<file path="src/rtl/pwm_chan_pkg.sv">
`timescale 1ns/1ps
package pwm_chan_pkg;

  localparam int MODE_W = 13;

  // Mode word layout, LSB at the prescaler field
  typedef struct packed {
    logic       invLo;       // 12
    logic       invHi;       // 11
    logic       compEn;      // 10
    logic       trigEvt;     // 9
    logic       evtHalf;     // 8
    logic       updHalf;     // 7
    logic       idleInvert;  // 6
    logic       startHigh;   // 5
    logic       alignCenter; // 4
    logic [3:0] prescSel;    // 3:0
  } modeT;

  typedef struct packed {
    logic startHigh;
    logic idleInvert;
    logic compEn;
    logic invHi;
    logic invLo;
    logic trigEvt;
  } outCfgT;

  // Control to datapath strobes
  typedef struct packed {
    logic run;
    logic leftWrap;
    logic stepUp;
    logic stepDown;
    logic turnDown;
    logic turnUp;
    logic load;
    logic evt;
  } strobeT;

  // Datapath to control counter status
  typedef struct packed {
    logic atLeftEnd;
    logic atTop;
    logic atBottom;
    logic dirUp;
  } statusT;

endpackage

</file>
<file path="src/rtl/pwm_chan_ctrl.sv">
`timescale 1ns/1ps
module pwm_chan_ctrl
  import pwm_chan_pkg::*;
#(
  parameter int PRE_LOG = 10
) (
  input  logic                clk,
  input  logic                rstN,
  input  logic                extTickA,
  input  logic                extTickB,
  input  logic                chanEn,
  input  logic                wrProtect,
  input  logic                modeWr,
  input  logic [MODE_W-1:0]   modeData,
  input  statusT              stat,
  output strobeT              strb,
  output outCfgT              outCfg
);

  localparam logic [3:0] CODE_A = 4'(PRE_LOG + 1);
  localparam logic [3:0] CODE_B = 4'(PRE_LOG + 2);

  modeT               modeQ;
  logic [PRE_LOG-1:0] divCnt;
  logic [PRE_LOG:0]   tap;
  logic               tick;
  logic               tickRun;

  always_ff @(posedge clk) begin
    if (!rstN)                     modeQ <= '0;
    else if (modeWr && !wrProtect) modeQ <= modeT'(modeData);
  end

  always_ff @(posedge clk) begin
    if (!rstN) divCnt <= '0;
    else       divCnt <= divCnt + 1'b1;
  end

  assign tap[0] = 1'b1;
  for (genvar k = 1; k <= PRE_LOG; k++) begin : g_tap
    assign tap[k] = &divCnt[k-1:0];
  end

  always_comb begin
    tick = 1'b0;
    for (int k = 0; k <= PRE_LOG; k++)
      if (modeQ.prescSel == 4'(k)) tick = tap[k];
    if (modeQ.prescSel == CODE_A) tick = extTickA;
    if (modeQ.prescSel == CODE_B) tick = extTickB;
  end

  assign tickRun = tick && chanEn;

  always_comb begin
    strb          = '0;
    strb.run      = chanEn;
    strb.leftWrap = tickRun && !modeQ.alignCenter && stat.atLeftEnd;
    strb.stepUp   = tickRun && (modeQ.alignCenter ? stat.dirUp : !stat.atLeftEnd);
    strb.stepDown = tickRun && modeQ.alignCenter && !stat.dirUp;
    strb.turnDown = tickRun && modeQ.alignCenter && stat.dirUp && stat.atTop;
    strb.turnUp   = tickRun && modeQ.alignCenter && !stat.dirUp && stat.atBottom;
    strb.load     = !chanEn || strb.leftWrap || strb.turnUp
                    || (strb.turnDown && modeQ.updHalf);
    strb.evt      = strb.leftWrap || strb.turnUp
                    || (strb.turnDown && modeQ.evtHalf);
  end

  assign outCfg = '{startHigh:  modeQ.startHigh,
                    idleInvert: modeQ.idleInvert,
                    compEn:     modeQ.compEn,
                    invHi:      modeQ.invHi,
                    invLo:      modeQ.invLo,
                    trigEvt:    modeQ.trigEvt};

  p_protect_r13: assert property (@(posedge clk) disable iff (!rstN)
    (modeWr && wrProtect) |=> $stable(modeQ));

  p_reserved_still_r10: assert property (@(posedge clk) disable iff (!rstN)
    (modeQ.prescSel > CODE_B) |-> !(strb.stepUp || strb.stepDown || strb.leftWrap));

endmodule

</file>
<file path="src/rtl/pwm_chan_dp.sv">
`timescale 1ns/1ps
module pwm_chan_dp
  import pwm_chan_pkg::*;
#(
  parameter int CNT_W = 16
) (
  input  logic             clk,
  input  logic             rstN,
  input  strobeT           strb,
  input  outCfgT           outCfg,
  input  logic             perWr,
  input  logic [CNT_W-1:0] perData,
  input  logic             dutyWr,
  input  logic [CNT_W-1:0] dutyData,
  output statusT           stat,
  output logic             ocOut,
  output logic             pairHi,
  output logic             pairLo,
  output logic             evtOut,
  output logic             trigOut
);

  logic [CNT_W-1:0] perSh, dutySh, actPer, actDuty, cnt;
  logic             dirUp, evtQ, ocRaw;

  always_ff @(posedge clk) begin
    if (!rstN) begin
      perSh  <= '0;
      dutySh <= '0;
    end else begin
      if (perWr)  perSh  <= perData;
      if (dutyWr) dutySh <= dutyData;
    end
  end

  always_ff @(posedge clk) begin
    if (!rstN) begin
      actPer  <= '0;
      actDuty <= '0;
    end else if (strb.load) begin
      actPer  <= perSh;
      actDuty <= dutySh;
    end
  end

  always_ff @(posedge clk) begin
    if (!rstN || !strb.run) begin
      cnt   <= '0;
      dirUp <= 1'b1;
    end else begin
      if (strb.leftWrap)      cnt <= '0;
      else if (strb.stepUp)   cnt <= cnt + CNT_W'(1);
      else if (strb.stepDown) cnt <= cnt - CNT_W'(1);
      if (strb.turnDown)      dirUp <= 1'b0;
      else if (strb.turnUp)   dirUp <= 1'b1;
    end
  end

  always_ff @(posedge clk) begin
    if (!rstN) evtQ <= 1'b0;
    else       evtQ <= strb.evt;
  end

  assign stat.atLeftEnd = cnt >= (actPer - CNT_W'(1));
  assign stat.atTop     = ({1'b0, cnt} + 1'b1) >= {1'b0, actPer};
  assign stat.atBottom  = cnt <= CNT_W'(1);
  assign stat.dirUp     = dirUp;

  assign ocRaw   = (cnt < actDuty) ? outCfg.startHigh : !outCfg.startHigh;
  assign ocOut   = strb.run ? ocRaw : (outCfg.startHigh ^ outCfg.idleInvert);
  assign pairHi  = outCfg.compEn ? (ocOut ^ outCfg.invHi) : ocOut;
  assign pairLo  = outCfg.compEn ? (!ocOut ^ outCfg.invLo) : !ocOut;
  assign evtOut  = evtQ;
  assign trigOut = outCfg.trigEvt ? evtQ : ocOut;

  p_idle_hold_r5: assert property (@(posedge clk) disable iff (!rstN)
    !strb.run |=> (cnt == '0 && dirUp));

  p_turn_dir_r3: assert property (@(posedge clk) disable iff (!rstN)
    (strb.run && strb.turnDown) |=> !dirUp);

  p_evt_at_turn_r8: assert property (@(posedge clk) disable iff (!rstN)
    evtOut |-> (cnt == '0 || !dirUp));

endmodule

</file>
<file path="src/rtl/pwm_chan.sv">
`timescale 1ns/1ps
module pwm_chan
  import pwm_chan_pkg::*;
#(
  parameter int CNT_W   = 16,
  parameter int PRE_LOG = 10
) (
  input  logic              clk,
  input  logic              rstN,
  input  logic              extTickA,
  input  logic              extTickB,
  input  logic              chanEn,
  input  logic              wrProtect,
  input  logic              modeWr,
  input  logic [12:0]       modeData,
  input  logic              perWr,
  input  logic [CNT_W-1:0]  perData,
  input  logic              dutyWr,
  input  logic [CNT_W-1:0]  dutyData,
  output logic              ocOut,
  output logic              pairHi,
  output logic              pairLo,
  output logic              evtOut,
  output logic              trigOut
);

  strobeT strb;
  statusT stat;
  outCfgT outCfg;

  pwm_chan_ctrl #(.PRE_LOG(PRE_LOG)) i_ctrl (
    .clk(clk), .rstN(rstN), .extTickA(extTickA), .extTickB(extTickB),
    .chanEn(chanEn), .wrProtect(wrProtect), .modeWr(modeWr),
    .modeData(modeData), .stat(stat), .strb(strb), .outCfg(outCfg)
  );

  pwm_chan_dp #(.CNT_W(CNT_W)) i_dp (
    .clk(clk), .rstN(rstN), .strb(strb), .outCfg(outCfg),
    .perWr(perWr), .perData(perData), .dutyWr(dutyWr), .dutyData(dutyData),
    .stat(stat), .ocOut(ocOut), .pairHi(pairHi), .pairLo(pairLo),
    .evtOut(evtOut), .trigOut(trigOut)
  );

endmodule

</file>
<file path="config.mk">
export PLATFORM = sky130hd
export DESIGN_NAME = pwm_chan
export DESIGN_NICKNAME = d
export VERILOG_FILES = /design/src/rtl/pwm_chan_pkg.sv /design/src/rtl/pwm_chan_ctrl.sv /design/src/rtl/pwm_chan_dp.sv /design/src/rtl/pwm_chan.sv
export SDC_FILE = /design/constraint.sdc
export NUM_CORES = 1
export LEC_CHECK = 0
export BUFFER_PORTS_ARGS = -buffer_cell sky130_fd_sc_hd__buf_2
export CORE_ASPECT_RATIO = 1.4
export CORE_MARGIN = 3
export CORE_UTILIZATION = 30
export DETAILED_ROUTE_END_ITERATION = 10
export SLEW_MARGIN = 10
export SYNTH_ARGS = -nofsm -noshare
export SYNTH_HDL_FRONTEND = slang
export SYNTH_SLANG_ARGS = --single-unit
</file>
<file path="constraint.sdc">
create_clock -name clk -period 3.8 [get_ports clk]
set_input_delay 0.38 -clock clk [delete_from_list [all_inputs] [get_ports clk]]
set_output_delay 0.38 -clock clk [all_outputs]
set_load 0.01 [all_outputs]
</file>
==> metrics.txt <==
postcts setup bufs=0; RSZ-0062 raised after global routing=no; worst min-delay path startpoint=modeData[1]; worst r2r src=i_dp.actPer[3]; Async SR Flop Fraction=0%; final period utilization=91.5%; met2 wire length=7310 um; metal3 WL=416 um; Worst-Margin Slew=0.828 ns; DR vias/cell=4.84; FF-to-FF path depth=14; final hold slack=0.263 ns; DIE AREA=0.0233 mm^2; VDD IR max=0.251 mV; # DRC=0; Synth top area share=32.7%; largest net degree at the start of global routing=123; Total Wirelength=14400 um; Area growth syn-to-layout=14.0%; Total GRT Usage=13.1%; fin area=0.00734 mm^2; DP Area=0.00703 mm^2; Worst Path Required=4.08 ns; Routed wire per std cell=13.5 um; post-synthesis instance total=758; routed via count=5180; Worst R2R End=i_dp.cnt[9]; top cells by area, synth=dfxtp_1 (33%), ha_1 (11%), mux2i_1 (10%); Clock Root Buffer=clkbuf_16; die height=179 um; Fin. Hold Viols=0; Yosys Warn Count=0; CP startpoint kind=flop; Leak=3.15 nW; # nets final=918; status=complete, no violations; 1st-iter DRT viols=178; CP Buf/Inv Count=1; Detail Placement HPWL=10800 um; CTS tree=done; Max Clock Skew=0.0141 ns; worst stage delay on the critical path=0.39 ns; hold path depth=3; Met1 Wirelength=6380 um; layout cells sized above 1=13.4%; Rel. slew slack=44.7%; Clock Tree Buf Depth=2; total CTS buffers=9; most frequent CP cell=or3_1; row cnt=62; first-pass GRT wire length=24900 um; Worst R2R Setup Slack=0.32 ns; max-cap violations=0; count of cell types in the netlist=60; Top delay family on crit path=simple AND/OR/NAND/NOR gates; Mapped Nets=867; slowest CP cell=or3_1; CORE AREA=0.0208 mm^2; post-synthesis cell area=0.00643 mm^2; Synth Flop Type=dfxtp_1; Detail Route Antenna Nets=0; initial antenna violation count=1; num ports=59; area leader, netlist=dfxtp_1; final setup vio count=0; minimum clock period=3.48 ns; Num Clock Sinks=105; H-tree lvl count=3; hold_buf cts=0; Worst Path Max Fanout=16; Synth Register Bits=105; Post-synth EDFFs=0; PostCTS Resize Cnt=0; WP data arrival=3.76 ns; initial core utilization=30.9%; Die X=130 um; grt total ovfl=0; Avg Synthesized Cell Area=8.49 um^2; Final Max Tran Viols=0; Power Dens Cells=341 mW/mm^2; worst skew pair latency=0.36 ns; uppermost routed layer=met4; input/output buffers=58; WS Path Type=flop to flop; GPL Wtd Cong=0.893; DR pass1 iterations=4; Seq/Total Area, Yosys=32.7%; Worst Hold Endpoint=i_ctrl.modeQ[1]; Worst-path clk slew=0.08 ns; CP cell instances=nor4_2 -> nand2_1 -> or3_1 -> nor4_1 -> xnor2_1 -> ha_1 -> nand4_1 -> nor2_1 -> a22oi_1 -> o21ai_1 -> buf_4 -> or2_1 -> or3_1 -> a21oi_1; hold crit path type=input pin to flop; fmax=0.288 GHz; final setup TNS=0 ns; Critical Path End Type=flop; vias in the first global route=5182
-- final cells by class --
type	count	area [um^2]
fillers	2207	13500
multi-input cells	567	3960
flip-flops and latches	105	2100
repair buffers	81	490
well taps	256	320
clock buffers	9	225
inverters	45	169
clock inverters	7	68.8
diodes	1	2.50
-- worst max path at each step --
| stage | from | end | slack (ns) | depth (start not counted) |
|---|---|---|---|---|
| after detailed placement | i_dp.actPer[3] | i_dp.cnt[9] | 0.22 | 14 |
| final | i_dp.actPer[3] | i_dp.cnt[9] | 0.32 | 14 |
| after CTS | i_dp.actPer[3] | i_dp.cnt[9] | 0.18 | 14 |
| after global routing | i_dp.actPer[3] | i_dp.cnt[10] | 0.02 | 14 |
| after global placement | i_dp.actPer[3] | i_dp.cnt[9] | 0.29 | 14 |
| after floorplan | i_dp.actPer[3] | i_dp.cnt[5] | 0.56 | 14 |
-- flip-flops by register name (all words and copies together) (netlist names) --
signal and cells:
i_dp.perSh 16, i_ctrl.divCnt 10, i_ctrl.modeQ 7, i_dp.cnt 16
i_ctrl.outCfg 6, i_dp.actPer 16, i_dp.evtOut 1, i_dp.dirUp 1
i_dp.dutySh 16, i_dp.actDuty 16
-- cells by family (layout without fill, tap and decap cells) --
family	after synthesis	count (layout)	synth area share, %
and+or+nand+nor	293	293	23.3
AOI/OAI and AO/OA	113	113	11.3
DFF	105	105	32.7
buffers and inverters	86	142	5.89
muxes	66	66	10.3
adders and majority gates	55	55	10.7
xor gates and xnor gates	40	40	5.89
other	0	1	0
-- per-stage QoR --
stage / power (W) / utilization [%] / setup WS, ns / instances
after floorplan: 0.00148 / - / 0.561 / 758
after detailed placement: 0.00160 / 33.8 / 0.215 / 1054
after global placement: 0.00159 / 33.8 / 0.290 / 1054
after CTS: 0.00254 / 35.2 / 0.184 / 1070
after global routing: 0.00264 / 35.3 / 0.0223 / 1071
final: 0.00250 / 35.3 / 0.322 / 1071
-- cell usage after synthesis (all sizes together) (3+ instances only) --
library cell,number
a211oi,5
a21boi,15
a21o,8
a21oi,30
a31oi,6
and2,7
and3,5
buf,12
clkbuf,29
dfxtp,105
ha,55
inv,45
mux2i,66
nand2,123
nand2b,7
nand3,15
nand4,11
nor2,37
nor2b,37
nor3,9
nor4,14
o21a,3
o21ai,27
or3,12
or4,4
xnor2,32
xor2,6
-- worst reg2reg max path: cells and delay by family (launching register included) --
kind / cells / cell delay (ns)
XOR/XNOR: 1 / 0.17
AND/OR/NAND/NOR: 8 / 1.97
AO/OA/AOI/OAI: 3 / 0.43
flip-flops: 1 / 0.35
adder cells (fa/ha/maj): 1 / 0.27
buffers and inverters: 1 / 0.22
-- per-layer routing --
metal | up-vias | GRT usage (%)
li1 | 2713 | -
met1 | 2386 | 16.1
met2 | 63 | 22.7
met3 | 18 | 2.24
met4 | 0 | 4.72
met5 | - | 0
-- report_power, final --
group          switching, W  internal (W)  leakage, nW  total, W
sequential        0.0000321       0.00114        0.857   0.00118
combinational      0.000208      0.000184         2.14  0.000393
clock              0.000465      0.000467        0.147  0.000933
-- cells in the final DEF, fill, tap and decap left out, types with 3 or more instances in the layout --
| master | instances |
|---|---|
| clkbuf_16 | 9 |
| nand2b_1 | 7 |
| dfxtp_1 | 105 |
| buf_4 | 22 |
| a21boi_0 | 15 |
| a211oi_1 | 4 |
| a31oi_1 | 6 |
| o21ai_1 | 5 |
| nor2_1 | 37 |
| nor2b_1 | 37 |
| nand3_1 | 15 |
| xor2_1 | 6 |
| ha_1 | 55 |
| xnor2_1 | 32 |
| mux2i_1 | 66 |
| a21oi_1 | 30 |
| inv_1 | 45 |
| and2_1 | 7 |
| nand4_1 | 11 |
| nor4_2 | 3 |
| nor3_1 | 8 |
| and3_1 | 5 |
| or3_1 | 12 |
| a21o_1 | 8 |
| buf_2 | 57 |
| o21ai_0 | 22 |
| o21a_1 | 3 |
| inv_8 | 3 |
| nand2_1 | 123 |
| inv_6 | 3 |
| nor4_1 | 11 |
(Power assumes the default switching activity.)
